### src/rtl/fdm_pkg.sv
package fdm_pkg;
  localparam int ADDR_W = 8;
  localparam int DATA_W = 32;

  localparam logic [ADDR_W-1:0] OFS_CTRL = 8'h00;
  localparam logic [ADDR_W-1:0] OFS_CSET = 8'h04;
  localparam logic [ADDR_W-1:0] OFS_CCLR = 8'h08;
  localparam logic [ADDR_W-1:0] OFS_ARM  = 8'h10;
  localparam logic [ADDR_W-1:0] OFS_KICK = 8'h20;
  localparam logic [ADDR_W-1:0] OFS_STAT = 8'h30;
  localparam logic [ADDR_W-1:0] OFS_CNT  = 8'h40;
  localparam logic [ADDR_W-1:0] OFS_PER  = 8'h60;
  localparam logic [ADDR_W-1:0] OFS_WIN  = 8'h70;

  localparam logic [7:0] ARM_KEY  = 8'h40;
  localparam logic [7:0] KICK_KEY = 8'h08;

  localparam int EN_BIT    = 15;
  localparam int ST_WIN    = 0;
  localparam int ST_EVT    = 5;
  localparam int ST_BAD2   = 6;
  localparam int ST_BAD1   = 7;
  localparam int CAUSE_BIT = 5;

  typedef struct packed {
    logic       arm_wr;
    logic [7:0] arm_val;
    logic       kick_wr;
    logic [7:0] kick_val;
  } key_cmd_t;
endpackage

### src/rtl/fdm_ctrl.sv
module fdm_ctrl
  import fdm_pkg::*;
(
  input  logic              clk,
  input  logic              rst_n,
  input  logic              bus_wr,
  input  logic              bus_rd,
  input  logic [ADDR_W-1:0] bus_addr,
  input  logic [15:0]       wdata_lo,
  output logic              en,
  output logic              quiet,
  output logic              rd_ok,
  output key_cmd_t          cmd
);
  logic en_q, en_d, quiet_q, wr_ok;

  assign wr_ok = bus_wr & ~quiet_q;
  assign rd_ok = bus_rd & ~quiet_q;

  always_comb begin
    en_d = en_q;
    if (wr_ok) begin
      case (bus_addr)
        OFS_CTRL: en_d = wdata_lo[EN_BIT];
        OFS_CSET: if (wdata_lo[EN_BIT]) en_d = 1'b1;
        OFS_CCLR: if (wdata_lo[EN_BIT]) en_d = 1'b0;
        default:  en_d = en_q;
      endcase
    end
  end

  always_ff @(posedge clk or negedge rst_n) begin
    if (!rst_n) begin
      en_q    <= 1'b0;
      quiet_q <= 1'b0;
    end else begin
      en_q    <= en_d;
      quiet_q <= en_q & ~en_d;
    end
  end

  always_comb begin
    cmd.arm_wr   = wr_ok & en_q & (bus_addr == OFS_ARM);
    cmd.arm_val  = wdata_lo[15:8];
    cmd.kick_wr  = wr_ok & en_q & (bus_addr == OFS_KICK);
    cmd.kick_val = wdata_lo[7:0];
  end

  assign en    = en_q;
  assign quiet = quiet_q;
endmodule

### src/rtl/fdm_counter.sv
module fdm_counter #(
  parameter int CNT_W  = 32,
  parameter int PERIOD = 1000,
  parameter int WINDOW = 100
) (
  input  logic             clk,
  input  logic             rst_n,
  input  logic             en,
  input  logic             fetch_stb,
  input  logic             clear,
  input  logic             frozen,
  output logic [CNT_W-1:0] cnt,
  output logic             at_period,
  output logic             in_zone
);
  localparam logic [CNT_W-1:0] PER_C   = CNT_W'(PERIOD);
  localparam logic [CNT_W-1:0] ZONE_LO = CNT_W'(PERIOD - WINDOW);

  logic [CNT_W-1:0] cnt_q;

  always_ff @(posedge clk or negedge rst_n) begin
    if (!rst_n)                                    cnt_q <= '0;
    else if (frozen)                               cnt_q <= cnt_q;
    else if (clear)                                cnt_q <= '0;
    else if (en && fetch_stb && cnt_q != PER_C)    cnt_q <= cnt_q + 1'b1;
  end

  assign cnt       = cnt_q;
  assign at_period = (cnt_q == PER_C);
  assign in_zone   = (cnt_q >= ZONE_LO);
endmodule

### src/rtl/fdm_keyseq.sv
module fdm_keyseq
  import fdm_pkg::*;
(
  input  logic     clk,
  input  logic     rst_n,
  input  key_cmd_t cmd,
  input  logic     timeout,
  input  logic     in_zone,
  output logic     armed,
  output logic     win_open,
  output logic     do_clear,
  output logic     bad1,
  output logic     bad2,
  output logic     evt
);
  logic armed_q, bad1_q, bad2_q, evt_q;
  logic arm_good, arm_bad, kick_good, kick_bad;

  assign win_open  = armed_q & in_zone;
  assign arm_good  = cmd.arm_wr & (cmd.arm_val == ARM_KEY);
  assign arm_bad   = cmd.arm_wr & ~arm_good;
  assign kick_good = cmd.kick_wr & (cmd.kick_val == KICK_KEY) & win_open;
  assign kick_bad  = cmd.kick_wr & ~kick_good;
  assign do_clear  = kick_good & ~evt_q;

  always_ff @(posedge clk or negedge rst_n) begin
    if (!rst_n) begin
      armed_q <= 1'b0;
      bad1_q  <= 1'b0;
      bad2_q  <= 1'b0;
      evt_q   <= 1'b0;
    end else begin
      if (kick_good)     armed_q <= 1'b0;
      else if (arm_good) armed_q <= 1'b1;
      bad1_q <= bad1_q | arm_bad;
      bad2_q <= bad2_q | kick_bad;
      evt_q  <= evt_q | timeout | arm_bad | kick_bad;
    end
  end

  assign armed = armed_q;
  assign bad1  = bad1_q;
  assign bad2  = bad2_q;
  assign evt   = evt_q;
endmodule

### src/rtl/fetch_deadman.sv
module fetch_deadman
  import fdm_pkg::*;
#(
  parameter int CNT_W  = 32,
  parameter int PERIOD = 1000,
  parameter int WINDOW = 100
) (
  input  logic              clk,
  input  logic              rst_n,
  input  logic              fetch_stb,
  input  logic              bus_wr,
  input  logic              bus_rd,
  input  logic [ADDR_W-1:0] bus_addr,
  input  logic [DATA_W-1:0] bus_wdata,
  output logic [DATA_W-1:0] bus_rdata,
  output logic              rst_req,
  output logic [7:0]        rst_cause
);
  logic             en, quiet, rd_ok;
  key_cmd_t         cmd;
  logic [CNT_W-1:0] cnt;
  logic             at_period, in_zone, armed, win_open, do_clear;
  logic             bad1, bad2, evt;
  logic             wdata_unused;

  assign wdata_unused = ^bus_wdata[DATA_W-1:16];

  fdm_ctrl u_ctrl (
    .clk(clk), .rst_n(rst_n), .bus_wr(bus_wr), .bus_rd(bus_rd),
    .bus_addr(bus_addr), .wdata_lo(bus_wdata[15:0]),
    .en(en), .quiet(quiet), .rd_ok(rd_ok), .cmd(cmd)
  );

  fdm_counter #(.CNT_W(CNT_W), .PERIOD(PERIOD), .WINDOW(WINDOW)) u_cnt (
    .clk(clk), .rst_n(rst_n), .en(en), .fetch_stb(fetch_stb),
    .clear(do_clear), .frozen(evt), .cnt(cnt),
    .at_period(at_period), .in_zone(in_zone)
  );

  fdm_keyseq u_keys (
    .clk(clk), .rst_n(rst_n), .cmd(cmd), .timeout(at_period & en),
    .in_zone(in_zone), .armed(armed), .win_open(win_open),
    .do_clear(do_clear), .bad1(bad1), .bad2(bad2), .evt(evt)
  );

  always_comb begin
    bus_rdata = '0;
    if (rd_ok) begin
      case (bus_addr)
        OFS_CTRL: bus_rdata[EN_BIT] = en;
        OFS_STAT: begin
          bus_rdata[ST_WIN]  = win_open;
          bus_rdata[ST_EVT]  = evt;
          bus_rdata[ST_BAD2] = bad2;
          bus_rdata[ST_BAD1] = bad1;
        end
        OFS_CNT:  bus_rdata[CNT_W-1:0] = cnt;
        OFS_PER:  bus_rdata = DATA_W'(PERIOD);
        OFS_WIN:  bus_rdata = DATA_W'(WINDOW);
        default:  bus_rdata = '0;
      endcase
    end
  end

  always_comb begin
    rst_cause            = '0;
    rst_cause[CAUSE_BIT] = evt;
  end
  assign rst_req = evt;
endmodule

### config.mk
export PLATFORM = sky130hd
export DESIGN_NAME = fetch_deadman
export DESIGN_NICKNAME = d
export VERILOG_FILES = /design/src/rtl/fdm_pkg.sv /design/src/rtl/fdm_ctrl.sv /design/src/rtl/fdm_counter.sv /design/src/rtl/fdm_keyseq.sv /design/src/rtl/fetch_deadman.sv
export SDC_FILE = /design/constraint.sdc
export NUM_CORES = 1
export LEC_CHECK = 0
export BUFFER_PORTS_ARGS = -buffer_cell sky130_fd_sc_hd__buf_2
export CAP_MARGIN = 5
export CELL_PAD_IN_SITES_DETAIL_PLACEMENT = 0
export CELL_PAD_IN_SITES_GLOBAL_PLACEMENT = 1
export CORE_ASPECT_RATIO = 0.7
export CORE_MARGIN = 2
export CORE_UTILIZATION = 38
export DETAILED_ROUTE_END_ITERATION = 7
export PLACE_DENSITY_LB_ADDON = 0.1
export SYNTH_ARGS = -nofsm -noshare
export SYNTH_HDL_FRONTEND = slang
export SYNTH_SLANG_ARGS = --single-unit
### constraint.sdc
create_clock -name clk -period 2.5 [get_ports clk]
set_input_delay 0.125 -clock clk [delete_from_list [all_inputs] [get_ports clk]]
set_output_delay 0.125 -clock clk [all_outputs]
set_load 0.01 [all_outputs]
# --- Word level (Yosys, flattened, before mapping) ---
# Index checks and enable logic that the tools add are counted.
# Widths: inputs -> output; s select.
op_classes:
  bitwise_logic: 24
  reduce_logical: 6
  addsub: 1
  order_cmp: 1
  eq_ne: 12
  n_mux: 15
op_table:
  columns: ["cell", "n"]
  rows:
  - ["$mux 32", 3]
  - ["$add 32x1->32 const B", 1]
  - ["$eq 32x10->1 const B", 1]
  - ["$eq 8x7->1 const B", 4]
  - ["$ge 32x10->1 const B", 1]
  - ["$ne 32x10->1 const B", 1]
  - ["$eq 8x4->1 const B", 2]
  - ["$eq 8x6->1 const B", 2]
  - ["$mux 16", 1]
  - ["$and 1x1->1", 14]
  - ["$pmux 7 s2", 1]
  - ["$pmux 3 s4", 1]
  - ["$pmux 4 s3", 1]
  - ["$eq 8x3->1 const B", 1]
  - ["$eq 8x5->1 const B", 1]
  - ["$logic_not 8->1", 1]
  - ["$mux 1", 5]
  - ["$not 1->1", 5]
  - ["$or 1x1->1", 5]
  - ["$pmux 1 s2", 2]
  - ["$reduce_bool 2->1", 2]
  - ["$pmux 1 s3", 1]
  - ["$logic_and 1x1->1", 2]
  - ["$reduce_and 2->1", 1]
totals:
  output_inout_bits: 41
  register_bits: 38
  elab_cells: 66
  inputBits: 45

# --- Logic depth before layout (Yosys ltp) ---
logic_depth:
  ltp_word: 9
  ltp_mapped: 8
  depth_no_buf: 7

# --- Hierarchy ---
# Synthesis repeated with hierarchy kept, for this count alone.
unflattened:
  cells_unflattened: 347
  area_unflattened_um2: 2974.1
by_module_without_submodules:
  columns: ["module", "n_inst", "cells_per_inst", "seq_area_each_um2", "area_per_inst_um2"]
  rows:
  - ["fdm_counter", 1, 229, 800.8, 2013.2]
  - ["fetch_deadman", 1, 67, 0.0, 457.9]
  - ["fdm_ctrl", 1, 32, 50.0, 280.3]
  - ["fdm_keyseq", 1, 19, 100.1, 222.7]

# --- Worst setup path before layout ---
# No wires, ideal clock.
synth_path:
  path_type: "register -> register"
  start: "reg u_keys.evt_q (netlist: u_keys.evt)"
  end: "reg u_cnt.cnt_q[27] (netlist: u_cnt.cnt[27])"
  setup_slack_ps: 674
  arrival_time_ps: 1707
  stages_incl_launch_ff: 9
  path_buffers: 3
  required_ps: 2381
  setup_ps: 119
  synth_period_minus_slack_ps: 1826
  cell_sequence: "dfrtp_1 and3b_1 clkbuf_1 and4bb_2 buf_2 buf_2 nand4_1 xnor2_1 nor2_1"
synth_via:
  elab_chain_cells: 4
  elab_cells_between_ends: 5
  classes_between: "mux: 1; bitwise: 2; reduce/logical: 2"
synth_rtl:
  columns: ["item", "line_no", "rtl"]
  rows:
  - ["from (decl)", "fdm_keyseq.sv:16", "logic armed_q, bad1_q, bad2_q, evt_q;"]
  - ["from (signal assigned)", "fdm_keyseq.sv:37", "evt_q <= evt_q | timeout | arm_bad | kick_bad;"]
  - ["$not 1->1 (no source line) *", null, null]
  - ["$and 1x1->1", "fdm_keyseq.sv:24", "assign do_clear = kick_good & ~evt_q;"]
  - ["$reduce_bool 2->1 (no source line)", null, null]
  - ["$reduce_and 2->1 (no source line)", null, null]
  - ["to (signal assigned)", "fdm_counter.sv:23", "else if (frozen) cnt_q <= cnt_q;"]
  - ["to (signal assigned)", "fdm_counter.sv:25", "else if (en && fetch_stb && cnt_q != PER_C) cnt_q <= cnt_q + 1'b1;"]
  - ["to (decl)", "fdm_counter.sv:19", "logic [CNT_W-1:0] cnt_q;"]
# Every way passes the cells marked *; elsewhere a longest branch is shown, timed or not.
# A chain may end at the register's enable or synchronous reset.

# --- Worst setup path in the final report ---
layout_path:
  start: "reg u_cnt.cnt_q[16] (netlist: u_cnt.cnt[16])"
  end: "out bus_rdata[0]"
layout_via:
  elab_chain_cells: 4
layout_rtl:
  columns: ["item", "line_no", "rtl"]
  rows:
  - ["$ge 32x10->1", "fdm_counter.sv:30", "assign in_zone = (cnt_q >= ZONE_LO);"]
  - ["$and 1x1->1", "fdm_keyseq.sv:19", "assign win_open = armed_q & in_zone;"]
  - ["$pmux 1 s2", "fetch_deadman.sv:49", "case (bus_addr)"]
  - ["$mux 32", "fetch_deadman.sv:48", "if (rd_ok) begin"]
  - ["to (decl)", "fetch_deadman.sv:15", "output logic [DATA_W-1:0] bus_rdata,"]
# No other way between the ends.

==> results.tsv <==
metric	value	unit
fin_util	45.9	%
htreeDepth	2	
cts.path.max_buffers	2	
synth_cell_types	55	
final.min_clock_period	2190	ps
syn_area	0.00271	mm2
crit_arrival	2070	ps
die_h	74.6	um
reg2reg_slack	420	ps
reg2reg_from	u_cnt.cnt[1]	
busiest_layer	met1	
synth.area.mux_share	0	%
outcome	completed	
drc	0	
start_util	39.7	%
max_slew_margin	41.3	%
final_cell_mix	62 x buf_2, 38 x dfrtp_1, 33 x nor2_1	
synth_compound_area_share	9.19	%
grt_pass1_vias	2258	
num_rows	25	
ctsResizeCount	0	
dp_cells	454	
min_period_over_period	87.7	%
worst-path-stages	6	
worst_pin_slew	881	ps
dpl.hpwl	5290	um
grtUsageMet2	27.1	%
routed_wl	7210	um
yosys.area_share.xor_xnor	8.41	%
slowest_stage	dfrtp_1	
postCtsSetupBuffers	0	
path_buf_inv	1	
clkLatencyLatePin	290	ps
worstSetupEndpointType	output pin	
synth-seq-cells	38	
cp_cell_sequence	nor4_1, nand4_1, o31a_1, nand4_1, a21oi_1, buf_2	
power	1230	uW
cp_data_required_time	2380	ps
synth_fa_ha_area_share	0.924	%
rsz0062_at_grt	no	
grt_first_pass_wirelength	11800	um
drive_gt1_share	25.8	%
dieArea	0.00783	mm2
synth-seq-area-share	35.1	%
crit_path_start_kind	flip-flop	
synth_top_family_by_area	simple AND/OR/NAND/NOR gates	
synth-edff-count	0	
synth_ff_type	dfrtp_1	
dr.pass1.iters	4	
cpLargestDelayFamily	simple AND/OR/NAND/NOR gates	
worstReg2RegEnd	u_cnt.cnt[9]	
grt.overflow.total	0	
fmax	0.456	GHz
cp-endpoint	bus_rdata[0]	
antenna_found_initial	0	
use_met3	3.55	%
core	0.00682	mm2
timing.hold.ws	161	ps
grt_usage	19.3	%
final_common_cell	buf_2	
num_vias	2404	
worstPathMaxFanout	5	
synth_warnings	0	
max-vdd-ir-drop	0.189	mV
cts-root-buf	clkbuf_8	
holdCritPathClass	in2reg	
postSynthAreaPerCell	8.77	um2
drt_iter0_drc	136	
num_antenna_cells	0	
ant_nets	0	
numClockSinks	38	
portBuffers	62	
max_stage_delay	440	ps
p_leak	0.00149	uW
slew_viol_final	0	
nets	415	
synth-simple-area-share	38.3	%
crit_type	reg2out	
drv_cap	0	
die_x	105	um
gp_congestion	0.805	
routedWlPerCell	15.6	um
syn_to_final_growth	15.6	%
path_common_cell	nand4_1	
fin_tns_setup	0	ps
layout.cells.non_filler	462	
async_flop_share	100	%
vias_per_cell	5.20	
cts_buffers	5	
grt_max_degree	39	
clkSlewWorstSetupHoldPaths	80	ps
power_density	393	mW/mm2
grtUsageMet1	30.8	%
hold_violations	0	
reg2reg_depth	8	
cts_tree	built	
ios	86	
crit_path_start	u_cnt.cnt[16]	
synthCells	309	
setup-violations-final	0	
skew	3.43	ps
logic make-up (layout without fill, tap and decap cells):
logic type / Yosys count / count (layout)
AOI/OAI and AO/OA: 35 / 35
other: 1 / 7
and+or+nand+nor: 174 / 174
buffers and inverters: 33 / 86
xor gates and xnor gates: 26 / 26
adders and majority gates: 2 / 2
DFF: 38 / 38
cells in the mapped netlist (7+ instances only):
library cell | instances | share of area, %
dfrtp_1 | 38 | 35
nor2_1 | 33 | 4.6
and2_1 | 28 | 6.5
nand4_1 | 25 | 5.8
xor2_1 | 20 | 6.5
nand3_1 | 13 | 2.4
nand2_1 | 12 | 1.7
nor4_1 | 12 | 2.8
nor3_1 | 10 | 1.8
a21oi_1 | 9 | 1.7
inv_1 | 9 | 1.2
buf_4 | 8 | 2.2
and3_1 | 7 | 1.6
clkbuf_1 | 7 | 0.97
o21a_1 | 7 | 1.9
state kept, by name (all words and copies together) (netlist names):
| signal | flops |
|---|---|
| u_ctrl.en | 1 |
| u_cnt.cnt | 32 |
| u_keys.bad1 | 1 |
| u_keys.evt | 1 |
| u_keys.armed | 1 |
| u_keys.bad2 | 1 |
| u_ctrl.quiet | 1 |
per-layer routing:
layer  vias up  share of wire (%)  wire length (um)
met5         -                  0                 0
met1      1133                 55              3990
met2        54                 40              2850
met3         2                4.8               348
li1       1215                  -                 -
met4         0               0.25                18
cell type report:
class,count,area [um2]
sequential,38,951
multi-input combinational,244,1570
fill,714,3690
inverter,9,33.8
timing repair buffer,70,385
clock inverter,2,10.0
tap,94,118
clock buffer,5,68.8
where the power goes:
part | switching (uW) | total (uW) | leakage [uW] | internal (uW)
logic | 99.7 | 163 | 0.000930 | 63.1
clock network | 224 | 412 | 0.0000438 | 188
registers | 22.7 | 655 | 0.000513 | 632
worst register-to-register path, stage by stage, from the launching register on:
cell     delay [ps]
dfrtp_1         450
inv_1            70
ha_1            190
and3_1          180
nand4_1         150
o21ai_1         150
buf_4           210
or4_1           470
a21oi_1         160
worst min path at each step:
stage                           start            to  slack (ps)  depth (start not counted)
after CTS                 bus_addr[7]  u_ctrl.quiet         150                          3
after detailed placement        rst_n   u_keys.bad1         300                          1
after floorplan                 rst_n  u_cnt.cnt[0]        -170                          0
final                     bus_addr[7]  u_ctrl.quiet         160                          3
after global placement          rst_n  u_cnt.cnt[8]         310                          1
after global routing      bus_addr[7]  u_ctrl.quiet         160                          3
per-stage QoR:
stage	setup WS (ps)	area, um2
final	307	3130
after global placement	379	3040
after detailed placement	389	3040
after CTS	288	3130
after floorplan	674	2730
after global routing	162	3130
what timing repair did:
action / 4_1_cts / 5_1_grt
hold endpoints to repair: 37 / 0
endpoints found under the setup margin: 0 / 0
hold buffers: 1 / 0
Power figures use the tool's default switching activity.
